`src/rtl/vic_pkg.sv`:
```
package vic_pkg;
  typedef enum logic [1:0] {
    IEN_KEEP,
    IEN_SET,
    IEN_CLR
  } ien_act_e;
endpackage

```
`src/rtl/vic_prio_enc.sv`:
```
module vic_prio_enc #(
  parameter int unsigned W     = 16,
  parameter int unsigned IDX_W = $clog2(W)
) (
  input  logic [W-1:0]     req_i,
  output logic             valid_o,
  output logic [IDX_W-1:0] idx_o,
  output logic [W-1:0]     onehot_o
);
  logic [W:0] above;
  assign above[W] = 1'b0;

  for (genvar i = 0; i < W; i++) begin : g_bit
    assign above[i]    = above[i+1] | req_i[i];
    assign onehot_o[i] = req_i[i] & ~above[i+1];
  end

  assign valid_o = above[0];

  always_comb begin
    idx_o = '0;
    for (int i = 0; i < W; i++) begin
      if (onehot_o[i]) idx_o = idx_o | IDX_W'(i);
    end
  end
endmodule

```
`src/rtl/vic_wake_acc.sv`:
```
module vic_wake_acc #(
  parameter int unsigned W = 16
) (
  input  logic         clk_i,
  input  logic         rst_ni,
  input  logic         ien_i,
  input  logic         merge_i,
  input  logic [W-1:0] dev_i,
  input  logic         sw_we_i,
  input  logic [W-1:0] sw_i,
  output logic [W-1:0] add_o
);
  logic [W-1:0] hold_q, stage_q;
  logic         dev_direct;

  // device bits bypass the holding word when enabled or being enabled
  assign dev_direct = ien_i | merge_i;
  assign add_o = (dev_direct ? dev_i : '0) | (merge_i ? (hold_q | stage_q) : '0);

  always_ff @(posedge clk_i or negedge rst_ni) begin
    if (!rst_ni) begin
      hold_q  <= '0;
      stage_q <= '0;
    end else begin
      if (merge_i)      hold_q <= '0;
      else if (!ien_i)  hold_q <= hold_q | dev_i;

      // a post in the merge cycle waits for the next merge
      if (merge_i)      stage_q <= sw_we_i ? sw_i : '0;
      else if (sw_we_i) stage_q <= stage_q | sw_i;
    end
  end

  a_r8_hold_cleared_on_merge: assert property (@(posedge clk_i) disable iff (!rst_ni)
    merge_i |=> (hold_q == '0));
  a_r9_stage_keeps_post: assert property (@(posedge clk_i) disable iff (!rst_ni)
    (sw_we_i && !merge_i) |=> ((stage_q & $past(sw_i)) == $past(sw_i)));
endmodule

```
`src/rtl/vic_vec_gen.sv`:
```
module vic_vec_gen #(
  parameter int unsigned NCH      = 15,
  parameter int unsigned IDX_W    = 4,
  parameter int unsigned AW       = 16,
  parameter int unsigned PC_W     = 16,
  parameter logic [AW-1:0] VEC_BASE = AW'(16'o501)
) (
  input  logic             clk_i,
  input  logic             rst_ni,
  input  logic             take_i,
  input  logic [IDX_W-1:0] idx_i,
  input  logic [PC_W-1:0]  pc_i,
  output logic             take_o,
  output logic [IDX_W-1:0] chan_o,
  output logic [AW-1:0]    vec_o,
  output logic [PC_W-1:0]  pc_o
);
  logic [AW-1:0] vec_d;
  // table runs downward from the highest channel
  assign vec_d = VEC_BASE + AW'(NCH) - AW'(idx_i);

  always_ff @(posedge clk_i or negedge rst_ni) begin
    if (!rst_ni) begin
      take_o <= 1'b0;
      chan_o <= '0;
      vec_o  <= '0;
      pc_o   <= '0;
    end else begin
      take_o <= take_i;
      if (take_i) begin
        chan_o <= idx_i;
        vec_o  <= vec_d;
        pc_o   <= pc_i;
      end
    end
  end

  a_r12_no_chan_zero: assert property (@(posedge clk_i) disable iff (!rst_ni)
    take_o |-> (chan_o != '0));
  a_r2_single_pulse: assert property (@(posedge clk_i) disable iff (!rst_ni)
    take_o |=> !take_o);
endmodule

```
`src/rtl/vec_irq_ctrl.sv`:
```
module vec_irq_ctrl #(
  parameter int unsigned NCH  = 15,
  parameter int unsigned AW   = 16,
  parameter int unsigned PC_W = 16,
  parameter logic [AW-1:0] PC_SAVE_ADDR = AW'(16'o500),
  parameter logic [AW-1:0] VEC_BASE     = AW'(16'o501),
  localparam int unsigned W     = NCH + 1,
  localparam int unsigned IDX_W = $clog2(NCH + 1)
) (
  input  logic             clk_i,
  input  logic             rst_ni,
  input  logic [W-1:0]     dev_wake_i,
  input  logic             sw_post_we_i,
  input  logic [W-1:0]     sw_post_i,
  input  logic             mask_we_i,
  input  logic [W-1:0]     mask_i,
  input  logic             int_on_i,
  input  logic             int_off_i,
  input  logic             boundary_i,
  input  logic [PC_W-1:0]  pc_i,
  output logic             take_o,
  output logic [IDX_W-1:0] chan_o,
  output logic [AW-1:0]    pc_save_addr_o,
  output logic [AW-1:0]    vec_addr_o,
  output logic [PC_W-1:0]  saved_pc_o
);
  import vic_pkg::*;

  logic           ien_q;
  logic [W-1:0]   mask_q, pend_q, add, elig, win_oh;
  logic           win_valid, take_now, merge;
  logic [IDX_W-1:0] win_idx;
  ien_act_e       ien_act;

  assign merge = int_on_i & ~int_off_i;

  vic_wake_acc #(.W(W)) u_acc (
    .clk_i   (clk_i),
    .rst_ni  (rst_ni),
    .ien_i   (ien_q),
    .merge_i (merge),
    .dev_i   (dev_wake_i),
    .sw_we_i (sw_post_we_i),
    .sw_i    (sw_post_i),
    .add_o   (add)
  );

  // bit 0 is reserved and never eligible
  assign elig = pend_q & mask_q & ~W'(1);

  vic_prio_enc #(.W(W), .IDX_W(IDX_W)) u_enc (
    .req_i    (elig),
    .valid_o  (win_valid),
    .idx_o    (win_idx),
    .onehot_o (win_oh)
  );

  assign take_now = boundary_i & ien_q & win_valid;

  always_comb begin
    if (take_now || int_off_i) ien_act = IEN_CLR;
    else if (int_on_i)         ien_act = IEN_SET;
    else                       ien_act = IEN_KEEP;
  end

  always_ff @(posedge clk_i or negedge rst_ni) begin
    if (!rst_ni) begin
      ien_q  <= 1'b0;
      mask_q <= '0;
      pend_q <= '0;
    end else begin
      case (ien_act)
        IEN_SET: ien_q <= 1'b1;
        IEN_CLR: ien_q <= 1'b0;
        default: ien_q <= ien_q;
      endcase
      if (mask_we_i) mask_q <= mask_i;
      pend_q <= (pend_q | add) & ~(take_now ? win_oh : '0);
    end
  end

  vic_vec_gen #(
    .NCH(NCH), .IDX_W(IDX_W), .AW(AW), .PC_W(PC_W), .VEC_BASE(VEC_BASE)
  ) u_vec (
    .clk_i  (clk_i),
    .rst_ni (rst_ni),
    .take_i (take_now),
    .idx_i  (win_idx),
    .pc_i   (pc_i),
    .take_o (take_o),
    .chan_o (chan_o),
    .vec_o  (vec_addr_o),
    .pc_o   (saved_pc_o)
  );

  assign pc_save_addr_o = PC_SAVE_ADDR;

  a_r2_needs_enable: assert property (@(posedge clk_i) disable iff (!rst_ni)
    (boundary_i && !ien_q) |=> !take_o);
  a_r4_take_disables: assert property (@(posedge clk_i) disable iff (!rst_ni)
    take_o |-> !ien_q);
  a_r10_winner_cleared: assert property (@(posedge clk_i) disable iff (!rst_ni)
    take_o |-> !pend_q[chan_o]);
  a_r13_off_wins: assert property (@(posedge clk_i) disable iff (!rst_ni)
    int_off_i |=> !ien_q);
  a_r3_single_winner: assert property (@(posedge clk_i) disable iff (!rst_ni)
    $onehot0(win_oh));
  a_r6_vec_in_table: assert property (@(posedge clk_i) disable iff (!rst_ni)
    take_o |-> (vec_addr_o >= VEC_BASE && vec_addr_o < VEC_BASE + AW'(NCH)));
endmodule

```
`config.mk`:
```
export PLATFORM = sky130hd
export DESIGN_NAME = vec_irq_ctrl
export DESIGN_NICKNAME = d
export VERILOG_FILES = /design/src/rtl/vic_pkg.sv /design/src/rtl/vic_prio_enc.sv /design/src/rtl/vic_wake_acc.sv /design/src/rtl/vic_vec_gen.sv /design/src/rtl/vec_irq_ctrl.sv
export SDC_FILE = /design/constraint.sdc
export NUM_CORES = 1
export LEC_CHECK = 0
export CAP_MARGIN = 15
export CORE_AREA = 2 2 96 98
export DETAILED_ROUTE_END_ITERATION = 6
export DIE_AREA = 0 0 98 100
export PLACE_DENSITY = 0.89
export SETUP_SLACK_MARGIN = 0.1
export SYNTH_ARGS = -nofsm -noshare
export SYNTH_HDL_FRONTEND = slang
export SYNTH_SLANG_ARGS = --single-unit
```
`constraint.sdc`:
```
create_clock -name clk_i -period 2.48 [get_ports clk_i]
set_input_delay 0.372 -clock clk_i [delete_from_list [all_inputs] [get_ports clk_i]]
set_output_delay 0.372 -clock clk_i [all_outputs]
set_load 0.1 [all_outputs]
```
==> impl_metrics.csv, run 1 <==
group,metric,value,unit
sta,fmax,454.7,MHz
routing,drtIter0Drc,222,
placement,dp.cells,540,
synth,syn-cell-area,0.003981,mm^2
clock_network,cts_tree,"done",
routing,drt_wl_total,8.678,mm
placement,gp_congestion,0.8143,
placement,dp_hpwl,6.329,mm
synth,yosysUniqueCellTypes,49,
sta,skew,0.01636,ns
power_and_ir_drop,vdd_ir_drop_max,0.0003367,V
power_and_ir_drop,internal_power,2.537,mW
synth,async_flop_share,100.0,%
sta,finalCritPeriodShare,88.68,%
placement,io_buffers,95,
run_status,status,"completed",
setup_path,cp_data_required_time,2.69,ns
synth,ys_seq_elements,87,
setup_path,cp_max_fo,4,
floorplan,fp-row-count,35,
clock_network,cts_hold_buf,0,
floorplan,fp.dieArea,0.009800,mm^2
finish,num-fill-cells,741,
finish,nNetsFinal,512,
clock_network,cts_buffers,9,
setup_path,startpoint_type,"flop",
routing,via_per_inst,5.468,
synth,syn_area_per_cell,11.68,um^2
power_and_ir_drop,p_seq_share,39.0,%
finish,final_cell_mix,"87 x dfrtp_1, 66 x clkdlybuf4s50_1, 38 x buf_4",
synth,synth_seq_area_share,54.68,%
floorplan,die_w,98,um
floorplan,coreArea,0.008890,mm^2
power_and_ir_drop,switching_power,1.903,mW
clock_network,cts_root_buf,"clkbuf_8",
power_and_ir_drop,power.density,873.2,mW/mm^2
routing,drtPass1Iterations,5,
synth,synth-edff-count,0,
grt,globalRouteMet3Util,3.482,%
power_and_ir_drop,sw_frac_of_total,42.86,%
sta,finalSetupViolations,0,
grt,overflow,0,
clock_network,cts_sinks,87,
grt,grt_use_met1,23.70,%
setup_path,end_kind,"flop",
sta,timing_hold_violations_final,0,
finish,diodes,0,
clock_network,clock_latency,0.36,ns
grt,grt_first_pass_wirelength,14.04,mm
run,cap_violations,0,
sta,rsz0062_at_grt,"false",
synth,synth_warnings,0,
routing,wire_per_inst,15.61,um
synth,synth_cells,341,
power_and_ir_drop,p_leak,2.209,nW
grt,track_usage,17.91,%
grt,antenna_found_initial,0,
finish,syn2layout_area_growth,27.69,%
routing,antenna_left,0,
setup_path,worstSetupPathType,"reg -> reg",
setup_path,worstPathArrival,2.41,ns
grt,grt_pass1_vias,2922,
clock_network,clk_pin_slew,0.10,ns
grt,use_met2,29.35,%
finish,final_common_cell,"dfrtp_1",
synth,synth_flop_cell,"dfrtp_1",
routing,num_vias,3040,
hold_path,worst_hold_path_type,"in -> async",
routing,post-route-drc-count,0,
sta,slew_headroom,43.94,%
sta,tns,0,ns
clock_network,clockBufferDepth,2,
clock_network,post-cts-setup-buffers,0,
setup_path,worstRegToRegCells,5,
floorplan,io_pins,124,
floorplan,die_h,100,um
clock_network,cts_resized,0,
power_and_ir_drop,comb_power_share,38.1,%
sta,min_period,2.199,ns
grt,grt_max_degree,71,
finish,drive_gt1_share,21.35,%
sta,worst_slew_pin_slew,0.8409,ns
grt,grt-busiest-layer,"met2",
sta,slew_violations,0,
power_and_ir_drop,clkPwrFrac,22.9,%
clock_network,h-tree-depth,3,
floorplan,initial_core_util,44.79,%
finish,final_cells,556,
## flip-flops by register name, indices dropped and copies added, names as in the netlist
register	cells
ien_q	1
mask_q	15
pend_q	15
u_acc.hold_q	15
u_acc.stage_q	15
u_vec.chan_o	4
u_vec.pc_o	16
u_vec.take_o	1
u_vec.vec_o	5
## area by class of cell
class	count	area [um^2]	area share, %
clock buffer	9	123.9	2.437
clock inverter	7	78.83	1.551
inverter	9	38.79	0.7630
multi-input combinational	229	1580	31.09
sequential	87	2177	42.83
tap	111	138.9	2.732
timing repair buffer	104	945.9	18.61
## critical path, cell delays in order (launching register included)
cell,delay (ns)
dfrtp_1,0.42
a222oi_1,0.46
buf_4,0.20
nand4_1,0.17
nor3_1,0.60
a41oi_1,0.20
## kinds of logic (layout without fill, tap and decap cells)
family,after synthesis,count (layout),share of synthesized area (%)
AO/OA/AOI/OAI,100,100,18.29
adder cells (fa/ha/maj),1,1,0.3142
buffers and inverters,48,129,7.794
flip-flops,87,87,54.68
multiplexers,36,36,11.16
other,2,25,0.1886
AND/OR/NAND/NOR,67,67,7.574
## power by group through the flow
stage                     clock (mW)  combinational [mW]  sequential (mW)
after detailed placement           0                1.69             1.76
after CTS                       1.04                1.70             1.73
after global routing            1.10                1.76             1.76
final                           1.01                1.69             1.73
after floorplan                    0               0.583             2.48
after global placement             0                1.68             1.75
## cells in the mapped netlist, drive strengths merged (4+ instances only)
cell | n | area share [%]
a22o | 19 | 4.2
clkbuf | 9 | 0.85
mux2 | 34 | 11
dfrtp | 87 | 55
nand2 | 20 | 1.9
o21bai | 5 | 0.94
a41oi | 4 | 0.88
o21ai | 14 | 1.8
a21oi | 24 | 3.0
a32oi | 4 | 0.88
a22oi | 6 | 1.3
inv | 9 | 0.97
buf | 30 | 6.0
nor2 | 28 | 2.6
## final timing paths
kind | startpoint | endpoint | slack, ns
hold reg to reg | u_acc.hold_q[7] | u_acc.hold_q[7] | 0.50
max in group asynchronous | rst_ni | u_vec.pc_o[8] | 1.70
hold / removal | rst_ni | u_vec.pc_o[15] | 0.09
min in group clk_i | u_acc.hold_q[7] | u_acc.hold_q[7] | 0.50
setup reg to reg | pend_q[11] | pend_q[6] | 0.28
setup / recovery | pend_q[11] | pend_q[6] | 0.28
## per-layer routing
layer / part of all wire (%) / wire, um
met1: 44 / 3821
met3: 7.0 / 605
met2: 47 / 4119
met5: 0 / 0
met4: 1.5 / 131
## metrics by stage
stage,worst slack (ns),hold WS (ns),instance area [um^2],utilization (%),power [mW]
floorplan,0.4555,0.07641,4068,-,3.063
global placement,0.4173,0.4705,4881,54.91,3.427
detailed placement,0.3445,0.4779,4881,54.91,3.455
CTS,0.3122,0.1399,5084,57.19,4.469
global route,0.1810,0.1694,5084,57.19,4.612
finish,0.2807,0.09022,5084,57.19,4.439
(Power assumes the default switching activity.)
==> run 2: changes to the inputs <==
--- a/config.mk
+++ b/config.mk
@@ -11,6 +11,7 @@
 export DIE_AREA = 0 0 98 100
 export PLACE_DENSITY = 0.89
 export SETUP_SLACK_MARGIN = 0.1
+export SKIP_LAST_GASP = 1
 export SYNTH_ARGS = -nofsm -noshare
 export SYNTH_HDL_FRONTEND = slang
 export SYNTH_SLANG_ARGS = --single-unit
==> results of run 2 <==
Final layout, timing and power as in run 1 (identical DEF).
